==> src/rtl/lcomp_pkg.sv <==
package lcomp_pkg;
  localparam int COORD_W = 11;
  localparam int PRIO_W  = 2;
  localparam int CH_W    = 8;
  localparam int RGB_W   = 3 * CH_W;
  localparam int A_MAX   = (1 << CH_W) - 1;
  localparam int PROD_W  = 2 * CH_W + 2;

  typedef struct packed {
    logic               en;
    logic               pipe;
    logic [PRIO_W-1:0]  prio;
    logic               ga_en;
    logic [CH_W-1:0]    ga;
    logic [COORD_W-1:0] x0;
    logic [COORD_W-1:0] y0;
    logic [COORD_W-1:0] w;
    logic [COORD_W-1:0] h;
  } layer_cfg_t;

  localparam int CFG_W = $bits(layer_cfg_t);

  // rounded product of two alpha values normalised to full scale
  function automatic logic [CH_W-1:0] scale_alpha(input logic [CH_W-1:0] a,
                                                  input logic [CH_W-1:0] b);
    logic [PROD_W-1:0] p;
    p = PROD_W'(a) * PROD_W'(b) + PROD_W'(A_MAX / 2);
    return CH_W'(p / PROD_W'(A_MAX));
  endfunction

  // rounded weighted mix of one channel: a*top + (max-a)*bot
  function automatic logic [CH_W-1:0] mix_channel(input logic [CH_W-1:0] a,
                                                  input logic [CH_W-1:0] top,
                                                  input logic [CH_W-1:0] bot);
    logic [PROD_W-1:0] s;
    s = PROD_W'(a) * PROD_W'(top)
      + PROD_W'(CH_W'(A_MAX) - a) * PROD_W'(bot)
      + PROD_W'(A_MAX / 2);
    return CH_W'(s / PROD_W'(A_MAX));
  endfunction
endpackage

==> src/rtl/layer_cfg_bank.sv <==
module layer_cfg_bank
  import lcomp_pkg::*;
#(
  parameter int NUM_LAYERS = 4,
  localparam int IDX_W = $clog2(NUM_LAYERS)
) (
  input  logic                 clk,
  input  logic                 rst_n,
  input  logic                 cfg_wr,
  input  logic [IDX_W-1:0]     cfg_idx,
  input  logic [CFG_W-1:0]     cfg_data,
  input  logic                 bg_wr,
  input  logic [RGB_W-1:0]     bg_data,
  input  logic                 size_wr,
  input  logic [2*COORD_W-1:0] size_data,
  output layer_cfg_t           cfg_q [NUM_LAYERS],
  output logic [RGB_W-1:0]     bg_q,
  output logic [COORD_W-1:0]   disp_w,
  output logic [COORD_W-1:0]   disp_h
);
  for (genvar i = 0; i < NUM_LAYERS; i++) begin : g_layer
    always_ff @(posedge clk or negedge rst_n) begin
      if (!rst_n)                                cfg_q[i] <= '0;
      else if (cfg_wr && cfg_idx == IDX_W'(i))   cfg_q[i] <= layer_cfg_t'(cfg_data);
    end
  end

  always_ff @(posedge clk or negedge rst_n) begin
    if (!rst_n) begin
      bg_q   <= '0;
      disp_w <= '0;
      disp_h <= '0;
    end else begin
      if (bg_wr) bg_q <= bg_data;
      if (size_wr) begin
        disp_w <= size_data[2*COORD_W-1:COORD_W];
        disp_h <= size_data[COORD_W-1:0];
      end
    end
  end
endmodule

==> src/rtl/pipe_select.sv <==
module pipe_select
  import lcomp_pkg::*;
#(
  parameter int NUM_LAYERS = 4,
  parameter int PIPE_ID    = 0
) (
  input  layer_cfg_t                  cfg [NUM_LAYERS],
  input  logic [COORD_W-1:0]          x,
  input  logic [COORD_W-1:0]          y,
  input  logic [NUM_LAYERS*RGB_W-1:0] layer_rgb,
  input  logic [NUM_LAYERS*CH_W-1:0]  layer_a,
  output logic                        cov,
  output logic [RGB_W-1:0]            win_rgb,
  output logic [CH_W-1:0]             win_a,
  output logic [PRIO_W-1:0]           win_prio,
  output logic [NUM_LAYERS-1:0]       win_oh
);
  logic [NUM_LAYERS-1:0] hit;
  logic [CH_W-1:0]       eff_a [NUM_LAYERS];

  for (genvar i = 0; i < NUM_LAYERS; i++) begin : g_hit
    logic [COORD_W:0] x_end, y_end;
    logic [CH_W-1:0]  pa;
    assign x_end = {1'b0, cfg[i].x0} + {1'b0, cfg[i].w};
    assign y_end = {1'b0, cfg[i].y0} + {1'b0, cfg[i].h};
    assign hit[i] = cfg[i].en && (cfg[i].pipe == 1'(PIPE_ID))
                 && (x >= cfg[i].x0) && ({1'b0, x} < x_end)
                 && (y >= cfg[i].y0) && ({1'b0, y} < y_end);
    assign pa       = layer_a[i*CH_W +: CH_W];
    assign eff_a[i] = cfg[i].ga_en ? scale_alpha(pa, cfg[i].ga) : pa;
  end

  // walk upward in index; strictly larger priority replaces, so ties keep the lower index
  always_comb begin
    cov      = 1'b0;
    win_rgb  = '0;
    win_a    = '0;
    win_prio = '0;
    win_oh   = '0;
    for (int i = 0; i < NUM_LAYERS; i++) begin
      if (hit[i] && (!cov || cfg[i].prio > win_prio)) begin
        cov       = 1'b1;
        win_prio  = cfg[i].prio;
        win_rgb   = layer_rgb[i*RGB_W +: RGB_W];
        win_a     = eff_a[i];
        win_oh    = '0;
        win_oh[i] = 1'b1;
      end
    end
  end
endmodule

==> src/rtl/pixel_mixer.sv <==
module pixel_mixer
  import lcomp_pkg::*;
(
  input  logic [CH_W-1:0]  alpha,
  input  logic [RGB_W-1:0] top,
  input  logic [RGB_W-1:0] bot,
  output logic [RGB_W-1:0] mixed
);
  for (genvar c = 0; c < 3; c++) begin : g_ch
    assign mixed[c*CH_W +: CH_W] =
      mix_channel(alpha, top[c*CH_W +: CH_W], bot[c*CH_W +: CH_W]);
  end
endmodule

==> src/rtl/layer_compositor.sv <==
module layer_compositor
  import lcomp_pkg::*;
#(
  parameter int NUM_LAYERS = 4,
  localparam int IDX_W = $clog2(NUM_LAYERS)
) (
  input  logic                        clk,
  input  logic                        rst_n,
  input  logic                        base_defect_en,
  input  logic                        cfg_wr,
  input  logic [IDX_W-1:0]            cfg_idx,
  input  logic [CFG_W-1:0]            cfg_data,
  input  logic                        bg_wr,
  input  logic [RGB_W-1:0]            bg_data,
  input  logic                        size_wr,
  input  logic [2*COORD_W-1:0]        size_data,
  input  logic                        pix_valid,
  input  logic [COORD_W-1:0]          pix_x,
  input  logic [COORD_W-1:0]          pix_y,
  input  logic [NUM_LAYERS*RGB_W-1:0] layer_rgb,
  input  logic [NUM_LAYERS*CH_W-1:0]  layer_a,
  output logic                        out_valid,
  output logic [RGB_W-1:0]            out_rgb
);
  localparam int NUM_PIPES = 2;

  layer_cfg_t         cfg_q [NUM_LAYERS];
  logic [RGB_W-1:0]   bg_q;
  logic [COORD_W-1:0] disp_w, disp_h;

  layer_cfg_bank #(.NUM_LAYERS(NUM_LAYERS)) i_cfg (
    .clk(clk), .rst_n(rst_n),
    .cfg_wr(cfg_wr), .cfg_idx(cfg_idx), .cfg_data(cfg_data),
    .bg_wr(bg_wr), .bg_data(bg_data),
    .size_wr(size_wr), .size_data(size_data),
    .cfg_q(cfg_q), .bg_q(bg_q), .disp_w(disp_w), .disp_h(disp_h)
  );

  logic                  p_cov  [NUM_PIPES];
  logic [RGB_W-1:0]      p_rgb  [NUM_PIPES];
  logic [CH_W-1:0]       p_a    [NUM_PIPES];
  logic [PRIO_W-1:0]     p_prio [NUM_PIPES];
  logic [NUM_LAYERS-1:0] p_oh   [NUM_PIPES];

  for (genvar p = 0; p < NUM_PIPES; p++) begin : g_pipe
    pipe_select #(.NUM_LAYERS(NUM_LAYERS), .PIPE_ID(p)) i_sel (
      .cfg(cfg_q), .x(pix_x), .y(pix_y),
      .layer_rgb(layer_rgb), .layer_a(layer_a),
      .cov(p_cov[p]), .win_rgb(p_rgb[p]), .win_a(p_a[p]),
      .win_prio(p_prio[p]), .win_oh(p_oh[p])
    );
  end

  // named events for the checker
  logic [NUM_LAYERS-1:0] winner_oh0, winner_oh1, layer_en_vec;
  logic                  defect_hit, in_frame;
  assign winner_oh0 = p_oh[0];
  assign winner_oh1 = p_oh[1];
  for (genvar i = 0; i < NUM_LAYERS; i++) begin : g_en
    assign layer_en_vec[i] = cfg_q[i].en;
  end

  assign defect_hit = base_defect_en && p_cov[0] && (p_prio[0] == '0)
                   && (p_a[0] != CH_W'(A_MAX));
  assign in_frame   = (pix_x < disp_w) && (pix_y < disp_h);

  logic [RGB_W-1:0] bot_rgb;
  assign bot_rgb = (!p_cov[0] || defect_hit) ? bg_q : p_rgb[0];

  // stage 1: per-pipe winners
  logic             s1_valid, s1_top_cov;
  logic [CH_W-1:0]  s1_top_a;
  logic [RGB_W-1:0] s1_top_rgb, s1_bot_rgb;

  always_ff @(posedge clk or negedge rst_n) begin
    if (!rst_n) begin
      s1_valid   <= 1'b0;
      s1_top_cov <= 1'b0;
      s1_top_a   <= '0;
      s1_top_rgb <= '0;
      s1_bot_rgb <= '0;
    end else begin
      s1_valid   <= pix_valid && in_frame;
      s1_top_cov <= p_cov[1];
      s1_top_a   <= p_cov[1] ? p_a[1] : '0;
      s1_top_rgb <= p_rgb[1];
      s1_bot_rgb <= bot_rgb;
    end
  end

  // stage 2: blend between pipes
  logic [RGB_W-1:0] mixed;
  pixel_mixer i_mix (.alpha(s1_top_a), .top(s1_top_rgb), .bot(s1_bot_rgb), .mixed(mixed));

  always_ff @(posedge clk or negedge rst_n) begin
    if (!rst_n) begin
      out_valid <= 1'b0;
      out_rgb   <= '0;
    end else begin
      out_valid <= s1_valid;
      out_rgb   <= mixed;
    end
  end
endmodule

==> config.mk <==
export PLATFORM = sky130hd
export DESIGN_NAME = layer_compositor
export DESIGN_NICKNAME = d
export VERILOG_FILES = /design/src/rtl/lcomp_pkg.sv /design/src/rtl/layer_cfg_bank.sv /design/src/rtl/pipe_select.sv /design/src/rtl/pixel_mixer.sv /design/src/rtl/layer_compositor.sv
export SDC_FILE = /design/constraint.sdc
export NUM_CORES = 2
export LEC_CHECK = 0
export BUFFER_PORTS_ARGS = -buffer_cell sky130_fd_sc_hd__clkbuf_2
export CAP_MARGIN = 20
export CORE_ASPECT_RATIO = 0.8
export CORE_MARGIN = 2
export CORE_UTILIZATION = 50
export CTS_CLUSTER_SIZE = 12
export DETAILED_ROUTE_END_ITERATION = 8
export GPL_TIMING_DRIVEN = 0
export PLACE_DENSITY = 0.79
export SLEW_MARGIN = 20
export SYNTH_ARGS = -nofsm -noshare
export SYNTH_HDL_FRONTEND = slang
export SYNTH_SLANG_ARGS = --single-unit
==> constraint.sdc <==
create_clock -name clk -period 11.3 [get_ports clk]
set_input_delay 1.13 -clock clk [delete_from_list [all_inputs] [get_ports clk]]
set_output_delay 1.13 -clock clk [all_outputs]
set_load 0.02 [all_outputs]
# After elaboration in Yosys (flattened, before gate mapping)
# Index checks and enable logic that the tools add are counted.
[word_totals]
output_inout_bits = 25
in_bits = 262
reg_bits = 356
[op_classes]
n_bitwise = 4
reduce_logical = 71
n_addsub = 19
mux = 37
div = 7
multipliers = 10
magnitude_cmp = 24
eq_ne = 4
[op_table]
columns = ["cell", "count"]
rows = [
  ["$mux 24", 9],
  ["$div 18x8->18 const B", 7],
  ["$mul 8x8->16", 7],
  ["$mux 8", 13],
  ["$add 11x11->12", 8],
  ["$lt 11x12->1", 8],
  ["$ge 11x11->1", 8],
  ["$add 16x7->17 const B", 4],
  ["$logic_and 1x1->1", 55],
  ["$add 16x18->18", 3],
  ["$add 18x7->18 const B", 3],
  ["$mul 18x8->18", 3],
  ["$lt 11x11->1", 2],
  ["$mux 2", 7],
  ["$gt 2x2->1", 6],
  ["$sub 8x8->9 const A", 1],
  ["$mux 1", 8],
  ["$ne 8x8->1 const B", 1],
  ["$logic_not 1->1", 7],
  ["$logic_or 1x1->1", 7],
  ["$eq 2x2->1 const B", 2],
  ["$logic_not 2->1", 2],
  ["$not 1->1", 4],
  ["$eq 2x1->1 const B", 1],
]

# Depth between registers and ports, before layout
[depth]
word_depth = 24
ltp_mapped = 54

# Hierarchy
# Synthesis repeated with hierarchy kept, for this count alone.
[unflattened]
cells_unflattened = 11201
area_unflattened_um2 = 91373.9
[by_module_without_submodules]
columns = ["mod", "cells_each", "seq_area_each_um2", "instances", "area_per_inst_um2"]
rows = [
  ["pipe_select at g_pipe[0].i_sel", 3904, 0.0, 1, 28866.4],
  ["pipe_select at g_pipe[1].i_sel", 3773, 0.0, 1, 27654.0],
  ["pixel_mixer", 2751, 0.0, 1, 21687.0],
  ["layer_cfg_bank", 581, 6856.6, 1, 10143.5],
  ["layer_compositor", 192, 2052.0, 1, 3022.9],
]

# Worst setup path before layout
# No wires, ideal clock.
[synth_path]
path_type = "register to register"
from = "register s1_top_a[1]"
to = "register out_rgb[8]"
arrival_ps = 12279
path_stages_with_launch = 48
synth_period_minus_slack_ps = 12356
path_slack_ps = -1056
setup_time_ps = 76
path_cell_list = "dfrtp_1 -> clkbuf_1 -> clkbuf_1 -> nand2_1 -> fa_1 -> fa_1 -> inv_1 -> fa_1 -> fa_1 -> fa_1 -> inv_1 -> fa_1 -> inv_1 -> ha_1 -> o21ai_1 -> a211oi_2 -> a21oi_1 -> a211o_1 -> [12 not listed] -> buf_2 -> a211o_4 -> or3_1 -> a32oi_1 -> or4_1 -> buf_4 -> a221o_2 -> or4b_4 -> o31ai_4 -> a21oi_1 -> ha_1 -> nor2b_1 -> nor3_1 -> nand2_1 -> o211ai_1 -> o21ai_0 -> mux2_4 -> o21ai_1"
[synth_between]
elab_chain_len = 5
elab_cells_between_ends = 6
cone_classes = "add/sub: 3; mul: 2; div: 1"
[synth_lines]
columns = ["element", "line_no", "source"]
rows = [
  ["from (decl)", "layer_compositor.sv:72", "logic [CH_W-1:0] s1_top_a;"],
  ["from (signal assigned)", "layer_compositor.sv:85", "s1_top_a <= p_cov[1] ? p_a[1] : '0;"],
  ["$sub 8x8->9", "lcomp_pkg.sv:37", "+ PROD_W'(CH_W'(A_MAX) - a) * PROD_W'(bot)"],
  ["$mul 18x8->18", "lcomp_pkg.sv:37", ""],
  ["$add 16x18->18 *", "lcomp_pkg.sv:37", ""],
  ["$add 18x7->18 *", "lcomp_pkg.sv:38", "+ PROD_W'(A_MAX / 2);"],
  ["$div 18x8->18 *", "lcomp_pkg.sv:39", "return CH_W'(s / PROD_W'(A_MAX));"],
  ["net i_mix.mixed[8]", "pixel_mixer.sv:7", "output logic [RGB_W-1:0] mixed"],
  ["to (signal assigned)", "layer_compositor.sv:101", "out_rgb <= mixed;"],
  ["to (decl)", "layer_compositor.sv:23", "output logic [RGB_W-1:0] out_rgb"],
]
# Mark *: on every way through the listed nets, which the timed path passes. The rest lies on a longest branch.
# A chain may end at the register's enable or synchronous reset.

# Final worst setup path
[layout_path]
from = "register s1_top_a[2]"
to = "register out_rgb[8]"
# The elaborated chain is that of the path after synthesis.

==> flow_metrics.py <==
metrics = {
    "clock_tree": {
        "cts_max_path_buffers": 3,
        "worstSkewPairLatency_ns": 0.67,
        "cts_tree": "done",
        "clk_pin_slew_ns": 0.06,
        "htree_num_levels": 2,
        "cts_root_buf": "clkbuf_16",
        "clock-sinks": 356,
        "tritoncts.num_buffers": 46,
    },
    "place": {
        "place_congestion": 1.019,
        "pre_cts_ws_ns": -2.380,
        "dp_hpwl_mm": 164.3,
        "placedCellCount": 9528,
        "io_buffers": 257,
    },
    "worst_hold_path": {
        "min-delay-start": "s1_valid$_DFF_PN0_",
        "min_path_type": "register to register",
        "hold_path_end": "out_valid$_DFF_PN0_",
        "hold_depth": 0,
    },
    "cells_and_area": {
        "fin_nets": 9797,
        "drive_gt1_frac": 0.2754,
        "syn_to_final_growth_pct": 25.83,
        "fillers": 9969,
        "fin_cells": 10107,
        "fin_util": 0.6367,
    },
    "timing": {
        "clock_skew_ns": 0.03969,
        "setup_slack_ns": -1.225,
        "max_slew_margin": 0.2787,
        "min_period_over_period": 1.108,
        "tightest_slew_ns": 1.074,
        "hold_viol_final": 0,
        "fmax_mhz": 79.84,
        "slew_violations": 0,
        "period_minus_slack_ns": 12.53,
        "rsz0062_at_grt": "yes",
        "setup_viol": 31,
    },
    "grt": {
        "grt_usage": 0.3254,
        "gr-total-overflow": 0,
        "grt_start_max_net_pins": 93,
        "grt_pass1_wl_mm": 341.0,
        "grt_pass1_vias": 62394,
        "antenna_found_initial": 40,
    },
    "floorplanning": {
        "die_x_um": 402.5,
        "fp.dieH_um": 322.8,
        "io_pins": 287,
        "coreArea_um2": 125500,
        "start_util": 0.5060,
        "die-area_um2": 129900,
        "fp-row-count": 116,
    },
    "synth": {
        "avgSynthCellArea_um2": 8.342,
        "synthTopCellsByArea": "fa_1 (15%), dfrtp_1 (14%), ha_1 (13%), inv_1 (4.8%), mux2_2 (4.5%)",
        "synth_cells": 7615,
        "synth.top_cell.area_share": 0.1538,
        "synth_cell_types": 149,
        "synthMostInstantiatedCell": "inv_1",
        "synth_ff_type": "dfrtp_1",
        "synth_warnings": 0,
        "synth_common_cells": "inv_1 (809), nand2_1 (707), ha_1 (648)",
        "synth_area_um2": 63520,
        "synth_edf_count": 0,
        "synth_seq_cells": 356,
        "yosysSeqAreaShare": 0.1402,
        "synth_largest_area_cell": "fa_1",
        "async_flop_share": 1.000,
        "syn-num-nets": 9013,
    },
    "detailed_routing": {
        "wl_mm": 220.4,
        "routedWlPerCell_um": 21.81,
        "viasPerCell": 6.296,
        "detail-route-antenna-nets": 0,
        "drt_drc_violations_left": 0,
        "vias": 63630,
        "drt-initial-drc-count": 6202,
        "firstDrtPassIters": 6,
    },
    "setup_path": {
        "max_stage_delay_ns": 0.53,
        "regToRegSetupSlack_ns": -1.23,
        "crit_type": "register to register",
        "cp_slowest_cell": "fa_1",
        "endpoint_kind": "register",
        "r2r-start": "s1_top_a[2]$_DFF_PN0_",
        "startpoint_type": "register",
        "worst_ep_required_time_ns": 11.87,
        "cp_max_fo": 10,
        "cpMostUsedCell": "fa_1",
        "worstPathArrival_ns": 13.09,
        "reg2reg_to": "out_rgb[8]$_DFF_PN0_",
        "r2r_cells": 49,
    },
    "outcome": {
        "violations": "setup timing",
        "status": "finished, violations left",
    },
    "run": {
        "maxCapViolations": 0,
    },
}
stage by stage:
step           hold WS, ns  setup TNS, ns  instance area [um2]
6_report            0.3366         -9.962                79930
3_5_place_dp        0.3497        -112.95                68990
5_1_grt             0.3604         -18.52                79920
3_3_place_gp        0.3376         -97.76                68870
2_1_floorplan       0.3312         -1.561                65520
4_1_cts             0.3445         -3.472                77290
worst max path at each step:
stage                                from                       end  depth (start not counted)
floorplan           s1_top_a[0]$_DFF_PN0_      out_rgb[8]$_DFF_PN0_                         47
global placement              layer_a[17]  s1_bot_rgb[16]$_DFF_PN0_                         40
detailed placement            layer_a[17]  s1_bot_rgb[16]$_DFF_PN0_                         40
CTS                 s1_top_a[0]$_DFF_PN0_      out_rgb[8]$_DFF_PN0_                         49
global route        s1_top_a[4]$_DFF_PN0_      out_rgb[8]$_DFF_PN0_                         50
finish              s1_top_a[2]$_DFF_PN0_      out_rgb[8]$_DFF_PN0_                         49
sequential cells by signal (all words and copies together), names as in the netlist:
register / cells
i_cfg.bg_q: 24
i_cfg.disp_h: 11
out_valid: 1
s1_bot_rgb: 24
s1_top_a: 8
s1_top_rgb: 24
i_cfg.disp_w: 11
s1_valid: 1
out_rgb: 24
i_cfg.cfg_q: 228
cell families (layout without fill, tap and decap cells):
family                   Yosys count  count (layout)  synth area share
AO/OA/AOI/OAI                   1930            1933            0.2107
other                              0              20                 0
AND/OR/NAND/NOR                 2499            2500            0.2062
flip-flops                       356             356            0.1402
multiplexers                     332             332           0.05811
adder cells (fa/ha/maj)         1144            1144            0.2827
XOR/XNOR                         252             253           0.03541
buffers and inverters           1102            1917           0.06665
placed cells by master, fill, tap and decap left out, types with 199 or more instances in the layout:
cell,n
inv_1,787
nand2_1,666
ha_1,600
buf_4,504
fa_1,464
a21oi_1,413
dfrtp_1,331
nor2_1,304
o21ai_0,302
clkbuf_2,282
mux2_2,248
and2_1,199
layer usage:
metal / vias up / routed length, um / global-route usage
met5: - / 222 / 0
met4: 36 / 9087 / 0.1201
met3: 608 / 25490 / 0.1016
met2: 3311 / 96820 / 0.5064
li1: 28676 / - / -
met1: 30999 / 88800 / 0.4245
repair_timing:
item	in CTS	in global routing
hold endpoints to repair	0	0
pin swaps	460	261
gates resized for setup	823	402
setup buffers	382	147
gates cloned	6	2
hold buffers	0	0
setup endpoints to repair	67	65
worst max-delay path: cells and delay by family, from the launching register on:
| kind | cells | cell delay (ns) |
|---|---|---|
| compound gates | 20 | 4.45 |
| fa+ha+maj | 8 | 3.32 |
| buf+inv | 9 | 1.10 |
| flops | 1 | 0.40 |
| mux | 1 | 0.27 |
| simple gates | 11 | 2.89 |
final cells by class:
type                       instances  area [um2]  share of cell area
antenna                           20       50.05           0.0006261
clock buffer                      64        1329             0.01662
buffer                           232        2029             0.02539
clock inverter                    20       281.5            0.003522
multi-input combinational       6162       56600              0.7081
timing repair buffer             791        5592             0.06996
sequential                       356        8940              0.1118
tap                             1652        2067             0.02586
inverter                         810        3043             0.03807
Power is left out: the tool's default activity adds up to more than one toggle a clock period on the data nets, which glitch-free logic cannot reach.
